`src/rtl/brec_pkg.sv`:
```
package brec_pkg;

    localparam int MIN_HALF = 4;

    typedef enum logic [2:0] {
        ST_IDLE,
        ST_LOW,
        ST_HIGH,
        ST_START,
        ST_STOP
    } brec_state_e;

    typedef struct packed {
        logic scl_low;
        logic sda_low;
    } line_drive_t;

    function automatic line_drive_t lines_for(brec_state_e s);
        line_drive_t d;
        d.scl_low = (s == ST_LOW);
        d.sda_low = (s == ST_START);
        return d;
    endfunction

endpackage

```
`src/rtl/brec_phase_timer.sv`:
```
module brec_phase_timer #(
    parameter int W = 16
) (
    input  logic         clk,
    input  logic         rst,
    input  logic         load,
    input  logic [W-1:0] load_val,
    input  logic         run,
    output logic         expired
);
    logic [W-1:0] cnt_q;

    always_ff @(posedge clk) begin
        if (rst)
            cnt_q <= '0;
        else if (load)
            cnt_q <= load_val;
        else if (run && cnt_q != '0)
            cnt_q <= cnt_q - W'(1);
    end

    assign expired = (cnt_q == '0);
endmodule

```
`src/rtl/brec_pulse_counter.sv`:
```
module brec_pulse_counter #(
    parameter int MAX_PULSES = 9
) (
    input  logic clk,
    input  logic rst,
    input  logic clear,
    input  logic inc,
    output logic at_last
);
    localparam int CW = $clog2(MAX_PULSES + 1);
    logic [CW-1:0] cnt_q;

    always_ff @(posedge clk) begin
        if (rst || clear)
            cnt_q <= '0;
        else if (inc)
            cnt_q <= cnt_q + CW'(1);
    end

    assign at_last = (cnt_q == CW'(MAX_PULSES - 1));
endmodule

```
`src/rtl/brec_bus_recover.sv`:
```
module brec_bus_recover
    import brec_pkg::*;
#(
    parameter int DIV_W      = 16,
    parameter int MAX_CLOCKS = 9
) (
    input  logic             clk,
    input  logic             rst,
    input  logic             recover_req,
    input  logic [DIV_W-1:0] half_period,
    input  logic             scl_sense,
    input  logic             sda_sense,
    output logic             scl_drive_low,
    output logic             sda_drive_low,
    output logic             done,
    output logic             fail
);
    localparam logic [DIV_W-1:0] MIN_P = DIV_W'(MIN_HALF);

    brec_state_e      state_q, state_d;
    logic [DIV_W-1:0] period_m1_q;
    logic [DIV_W-1:0] req_period_m1;
    logic [DIV_W-1:0] load_val;
    logic             tmr_load, tmr_run, tmr_expired;
    logic             cnt_clr, cnt_inc, at_last;
    logic             done_d, fail_d;
    logic             busy;
    line_drive_t      drv;

    // clamp the requested half-period, then convert to a terminal count
    assign req_period_m1 = ((half_period < MIN_P) ? MIN_P : half_period) - DIV_W'(1);
    assign load_val      = (state_q == ST_IDLE) ? req_period_m1 : period_m1_q;
    assign busy          = (state_q != ST_IDLE);

    brec_phase_timer #(.W(DIV_W)) u_timer (
        .clk      (clk),
        .rst      (rst),
        .load     (tmr_load),
        .load_val (load_val),
        .run      (tmr_run),
        .expired  (tmr_expired)
    );

    brec_pulse_counter #(.MAX_PULSES(MAX_CLOCKS)) u_pulses (
        .clk     (clk),
        .rst     (rst),
        .clear   (cnt_clr),
        .inc     (cnt_inc),
        .at_last (at_last)
    );

    always_comb begin
        state_d  = state_q;
        tmr_load = 1'b0;
        tmr_run  = 1'b0;
        cnt_clr  = 1'b0;
        cnt_inc  = 1'b0;
        done_d   = 1'b0;
        fail_d   = 1'b0;
        case (state_q)
            ST_IDLE: begin
                if (recover_req) begin
                    state_d  = ST_LOW;
                    tmr_load = 1'b1;
                    cnt_clr  = 1'b1;
                end
            end
            ST_LOW: begin
                tmr_run = 1'b1;
                if (tmr_expired) begin
                    state_d  = ST_HIGH;
                    tmr_load = 1'b1;
                end
            end
            ST_HIGH: begin
                // a stretched clock line holds the phase timer
                tmr_run = scl_sense;
                if (scl_sense && tmr_expired) begin
                    if (sda_sense) begin
                        state_d  = ST_START;
                        tmr_load = 1'b1;
                    end else if (at_last) begin
                        state_d = ST_IDLE;
                        fail_d  = 1'b1;
                    end else begin
                        state_d  = ST_LOW;
                        tmr_load = 1'b1;
                        cnt_inc  = 1'b1;
                    end
                end
            end
            ST_START: begin
                tmr_run = 1'b1;
                if (tmr_expired) begin
                    state_d  = ST_STOP;
                    tmr_load = 1'b1;
                end
            end
            ST_STOP: begin
                tmr_run = 1'b1;
                if (tmr_expired) begin
                    state_d = ST_IDLE;
                    done_d  = 1'b1;
                end
            end
            default: state_d = ST_IDLE;
        endcase
    end

    always_ff @(posedge clk) begin
        if (rst) begin
            state_q     <= ST_IDLE;
            period_m1_q <= MIN_P - DIV_W'(1);
            done        <= 1'b0;
            fail        <= 1'b0;
        end else begin
            state_q <= state_d;
            if (state_q == ST_IDLE && recover_req)
                period_m1_q <= req_period_m1;
            done <= done_d;
            fail <= fail_d;
        end
    end

    assign drv           = lines_for(state_q);
    assign scl_drive_low = drv.scl_low;
    assign sda_drive_low = drv.sda_low;
endmodule

```
`config.mk`:
```
export PLATFORM = sky130hd
export DESIGN_NAME = brec_bus_recover
export DESIGN_NICKNAME = d
export VERILOG_FILES = /design/src/rtl/brec_pkg.sv /design/src/rtl/brec_phase_timer.sv /design/src/rtl/brec_pulse_counter.sv /design/src/rtl/brec_bus_recover.sv
export SDC_FILE = /design/constraint.sdc
export NUM_CORES = 1
export LEC_CHECK = 0
export BUFFER_PORTS_ARGS = -buffer_cell sky130_fd_sc_hd__buf_2
export CORE_MARGIN = 2
export CORE_UTILIZATION = 53
export DETAILED_ROUTE_END_ITERATION = 6
export PLACE_DENSITY_LB_ADDON = 0.15
export RECOVER_POWER = 100
export SLEW_MARGIN = 20
export SYNTH_ARGS = -nofsm -noshare
export SYNTH_HDL_FRONTEND = slang
export SYNTH_SLANG_ARGS = --single-unit
```
`constraint.sdc`:
```
create_clock -name clk -period 2.6 [get_ports clk]
set_clock_uncertainty 0.1 [all_clocks]
set_input_delay 0.26 -clock clk [delete_from_list [all_inputs] [get_ports clk]]
set_output_delay 0.26 -clock clk [all_outputs]
set_load 0.02 [all_outputs]
```
==> key figures, run 1 <==
Run status
  • Status: complete, no violations

Clock network
  • Clock Sinks: 41
  • Worst skew pair latency: 0.29 ns
  • Num CTS Buffers: 5
  • CTS root buf: clkbuf_8
  • H-tree levels: 2
  • CTS clk-pin slew, worst paths: 0.08 ns
  • Post-CTS Hold Buffers: 0
  • TritonCTS clock tree: yes
  • CTS Buffer Depth: 2

Worst setup path
  • Critical Path RT: 2.72 ns
  • Crit-path cells: or4_1 > nor4_4 > and2_0 > a21oi_1 > or3_1 > a31oi_1
  • CP startpoint: u_timer.cnt_q[10]
  • CP max FO: 7
  • Setup crit end kind: register
  • Worst path slowest cell: or4_1
  • CP max stage delay: 0.59 ns
  • FF-to-FF Start: u_timer.cnt_q[10]
  • CP top delay family: simple AND/OR/NAND/NOR gates
  • CP bufs+invs: 0
  • Startpoint Class: register
  • CP arrival: 2.55 ns
  • Critical path type: reg -> reg

Die
  • Rows: 24
  • # IOs: 25
  • Core Area: 4410 um^2
  • Starting density of the core: 0.559
  • Die Span Y: 72.2 um
  • Die area: 5220 um^2
  • Die Wd: 72.2 um

Cells and area
  • # diodes: 0
  • Area of the multi-input gates: 1580 um^2
  • Layout cells sized above 1: 0.165
  • P&R area growth vs syn: 17.5%
  • FF+latch area: 821 um^2
  • Filler instances: 392
  • Commonest non-fill, non-tap cell in the layout: dfxtp_1
  • Most frequent cells in the layout: dfxtp_1 (41), nor2_1 (40), nand2_1 (27), a21oi_1 (27), buf_2 (20)
  • Final net count: 390
  • Post-layout instance area: 2900 um^2

Synthesis
  • Async set-reset flop share out of synthesis: 0
  • Yosys reg bits: 41
  • Synth warn: 0
  • Cell variety after synth: 52
  • Mapped Area: 2470 um^2
  • Sequential area share after synthesis: 0.333
  • Dominant cell type by area after synthesis: dfxtp_1
  • Synth top area share: 0.333
  • Ys flop type: dfxtp_1
  • Mean post-synth cell area: 7.66 um^2
  • Cells after Synth: 322
  • Net count after synthesis: 348
  • Top post-synthesis cells by area: dfxtp_1 (33%), nor2_1 (6.1%), a21oi_1 (5.5%), nand2_1 (4.1%), nor3_1 (3.9%)
  • Post-synth EDFFs: 0

Drt
  • Wire per inst: 15.9 um
  • Via density: 6.19
  • Initial DRC Count: 208
  • Drc violations: 0
  • Drt total wl: 6630 um
  • Drt pass-1 iters: 5
  • DRT antenna net count: 0
  • Vias: 2575

Min path
  • Min-delay src: scl_sense
  • Hold Crit Class: in -> reg

Timing
  • Final hold violations: 0
  • Unrepaired setup endpoints after global routing: false
  • Worst-Margin Slew: 0.644 ns
  • Slew headroom: 0.571
  • Fin. max-slew vios: 0
  • Setup tns final: 0 ns
  • Min Tclk post-route: 2.44 ns
  • Setup violators final: 0
  • Minimum hold slack: 0.258 ns
  • Final worst path period share: 0.937
  • Max frequency: 410 MHz

Placement
  • Dpl hpwl: 4880 um
  • Placed cell area: 2790 um^2
  • Gpl congestion: 0.916
  • Input/output buffers: 24

Global route
  • Initial antenna violation count: 0
  • Vias in the first global route: 2369
  • Global route overflow: 0
  • First-pass GRT wire length: 11100 um
  • GRT Total Usage: 0.277
  • Largest net degree at the start of global routing: 26

Pwr
  • P per Cell Area: 662 nW/um^2
  • Leak: 1.14 nW
  • Total power: 1.92 mW
  • Peak supply drop: 0.000257 V

Job
  • Maxcap violations: 0
## cells in the mapped netlist, drive strengths merged, types with 3 or more instances
master	number
clkbuf	13
dfxtp	41
nand4	6
nor4b	3
and2	3
o211a	5
nand2	27
inv	13
a211oi	9
o211ai	4
nand3	14
xor2	10
ha	5
o21ai	13
nor4	11
or4	4
xnor2	10
or3	6
a31oi	5
nor3	19
nor2	40
a21oi	27
## registers in the layout (all words and copies together) (netlist names)
name,flops
period_m1_q,16
done,1
fail,1
u_pulses.cnt_q,4
u_timer.cnt_q,16
state_q,3
## worst paths after layout
check	slack, ns	depth (start not counted)	end
max	0.16	6	u_timer.cnt_q[14]
min	0.26	4	state_q[1]
max reg2reg	0.16	6	u_timer.cnt_q[14]
min reg2reg	0.36	2	period_m1_q[2]
## layout make-up
cell class,instances,share of cell area
timing repair buffer,48,0.0950
clock buffer,5,0.0238
inverter,13,0.0168
clock inverter,2,0.0121
tap,52,0.0225
multi-input combinational,255,0.546
sequential,41,0.283
## metrics by stage
stage | worst slack (ns) | utilization | instances
floorplan | 0.0482 | - | 322
global placement | 0.0676 | 0.632 | 409
detailed placement | 0.0198 | 0.632 | 409
CTS | 0.0369 | 0.656 | 416
global route | 0.0303 | 0.656 | 416
finish | 0.163 | 0.656 | 416
## logic make-up after synthesis
family,count (synthesis),share of synthesized area
multiplexers,2,0.00862
AO/OA/AOI/OAI,84,0.226
AND/OR/NAND/NOR,144,0.296
flip-flops,41,0.333
adder cells (fa/ha/maj),5,0.0254
buffers and inverters,26,0.0401
XOR/XNOR,20,0.0710
## metal layers
| layer | global-route usage | routed length, um | share of wire | up-vias |
|---|---|---|---|---|
| met2 | 0.467 | 3190 | 0.48 | 125 |
| met5 | 0 | 0 | 0 | - |
| met3 | 0.0528 | 504 | 0.076 | 12 |
| met4 | 0.124 | 145 | 0.022 | 0 |
| met1 | 0.342 | 2780 | 0.42 | 1169 |
| li1 | - | - | - | 1269 |
## tightest hold or removal path: stages
cell	delay, ns
buf_2	0.09
a21oi_1	0.06
nor3_1	0.13
nor4_1	0.07
## report_power, final
| group | switching, mW | internal [mW] | leakage [nW] |
|---|---|---|---|
| logic | 0.379 | 0.268 | 0.744 |
| registers | 0.0753 | 0.700 | 0.338 |
| clock network | 0.217 | 0.279 | 0.0540 |
| total | 0.670 | 1.25 | 1.14 |
## timing repair
item,in CTS,in global routing
buffers inserted,0,0
hold endpoints to repair,0,0
resized for setup,0,6
setup endpoints to repair,0,11
No activity file was read; power rests on OpenSTA's default activity.
==> inputs of run 2 (changes only) <==
PLACE_DENSITY = 0.85   (was default)
PLACE_DENSITY_LB_ADDON = default   (was 0.15)
==> run 2 against run 1 <==
  * Clock power shrank 18%
  * Design area down 0.22%
  * Die area did not move
  * Global-route usage shrank 0.82 points
  * Register-to-register slack about the same
  * Sequential cell count stayed put
  * Largest cell class unchanged
  * Setup slack lost 0.015 ns
  * Count of clock-buffer cells in the layout increased by 2
  * Non-clock buffer count increased by 2
  * Largest power group unchanged
  * Routed wire length is 1.3% lower
==> key figures, run 2 (same netlist as run 1, synthesis figures left out) <==
Timing
  • Final hold violations: 0
  • Setup tns final: 0 ns
  • Min Tclk post-route: 2.45 ns
  • Fin. max-slew vios: 0
  • Slew headroom: 0.609
  • Max frequency: 408 MHz
  • Unrepaired setup endpoints after global routing: false
  • Setup violators final: 0
  • Final worst path period share: 0.943
  • Worst-Margin Slew: 0.586 ns

Worst setup path
  • Critical path type: reg -> reg
  • Setup crit end kind: register
  • CP arrival: 2.55 ns
  • Critical Path RT: 2.69 ns
  • Startpoint Class: register
  • CP max FO: 6

Pwr
  • Peak supply drop: 0.000254 V
  • P per Cell Area: 635 nW/um^2
  • Leak: 1.14 nW

Drt
  • Drt total wl: 6540 um
  • Initial DRC Count: 241
  • Drc violations: 0
  • Vias: 2571
  • DRT antenna net count: 0
  • Wire per inst: 15.6 um
  • Drt pass-1 iters: 5
  • Via density: 6.14

Clock network
  • TritonCTS clock tree: yes
  • Post-CTS setup buffers: 0
  • CTS root buf: clkbuf_8
  • CTS clk-pin slew, worst paths: 0.07 ns
  • Clock Sinks: 41
  • Num CTS Buffers: 5
  • Post-CTS Hold Buffers: 0
  • CTS Buffer Depth: 2
  • Worst skew pair latency: 0.30 ns
  • H-tree levels: 2

Die
  • Rows: 24
  • Die area: 5220 um^2
  • # IOs: 25
  • Die Wd: 72.2 um
  • Starting density of the core: 0.559
  • Core Area: 4410 um^2
  • Die Span Y: 72.2 um

Cells and area
  • Largest regs: period_m1_q x16, u_timer.cnt_q x16, u_pulses.cnt_q x4
  • Layout cells sized above 1: 0.174
  • Most frequent cells in the layout: dfxtp_1 (41), nor2_1 (40), nand2_1 (27), a21oi_1 (27), buf_4 (22)
  • # diodes: 0
  • Final net count: 392
  • P&R area growth vs syn: 17.2%
  • Post-layout instance area: 2890 um^2
  • Commonest non-fill, non-tap cell in the layout: dfxtp_1

Global route
  • GRT Total Usage: 0.269
  • First-pass GRT wire length: 11000 um
  • Initial antenna violation count: 0
  • Largest net degree at the start of global routing: 26
  • Global route overflow: 0
  • Vias in the first global route: 2378

Run status
  • Status: complete, no violations

Placement
  • Gpl congestion: 0.943
  • Dpl hpwl: 4830 um
  • Placed cell area: 2810 um^2
  • Input/output buffers: 24

Job
  • Maxcap violations: 0

Min path
  • Hold Crit Class: in -> reg
[run 2: power by group]
group | switching [mW] | total, mW | internal, mW | leakage [nW]
logic | 0.379 | 0.659 | 0.280 | 0.764
registers | 0.0705 | 0.771 | 0.700 | 0.338
clock network | 0.215 | 0.405 | 0.190 | 0.0385
total | 0.665 | 1.83 | 1.17 | 1.14
[run 2: cell type report]
cell class / instances / area (um^2)
clock buffers: 7 / 76.3
clock inverters: 1 / 7.51
fillers: 392 / 1520
inverters: 13 / 48.8
flip-flops and latches: 41 / 821
repair buffers: 50 / 299
multi-input cells: 255 / 1570
well taps: 52 / 65.1
[run 2: path summary, 6_finish.rpt]
path | startpoint | depth (start not counted) | endpoint | slack [ns]
setup / recovery | u_timer.cnt_q[5] | 6 | u_timer.cnt_q[13] | 0.15
setup reg to reg | u_timer.cnt_q[5] | 6 | u_timer.cnt_q[13] | 0.15
hold / removal | scl_sense | 3 | fail | 0.25
hold reg to reg | period_m1_q[2] | 2 | period_m1_q[2] | 0.36
[run 2: per-stage QoR]
stage / power (mW) / std cells / worst slack, ns / utilization / hold WS [ns]
after floorplan: 1.20 / 322 / 0.0482 / - / 0.250
after global placement: 1.40 / 411 / 0.0714 / 0.636 / 0.343
after detailed placement: 1.42 / 411 / -0.124 / 0.636 / 0.350
after CTS: 1.82 / 419 / 0.180 / 0.656 / 0.244
after global routing: 1.95 / 419 / 0.0155 / 0.655 / 0.292
final: 1.83 / 419 / 0.149 / 0.655 / 0.249
[run 2: repair_timing]
| item | in CTS | in global routing |
|---|---|---|
| setup endpoints to repair | 1 | 4 |
| gates resized for setup | 1 | 2 |
| pin swaps | 0 | 0 |
[run 2: critical path, cell delays in order (launching register included)]
cell and delay, ns:
dfxtp_1 0.36, or4_4 0.57, nor3_1 0.36, nor4b_1 0.40
nand3_1 0.16, xnor2_1 0.15, a31o_2 0.24
[run 2: layer usage]
layer / vias to the layer above / routed length (um) / global-route usage
met5: - / 0 / 0
li1: 1278 / - / -
met3: 9 / 433 / 0.0472
met1: 1183 / 2870 / 0.348
met2: 101 / 3110 / 0.445
met4: 0 / 131 / 0.103
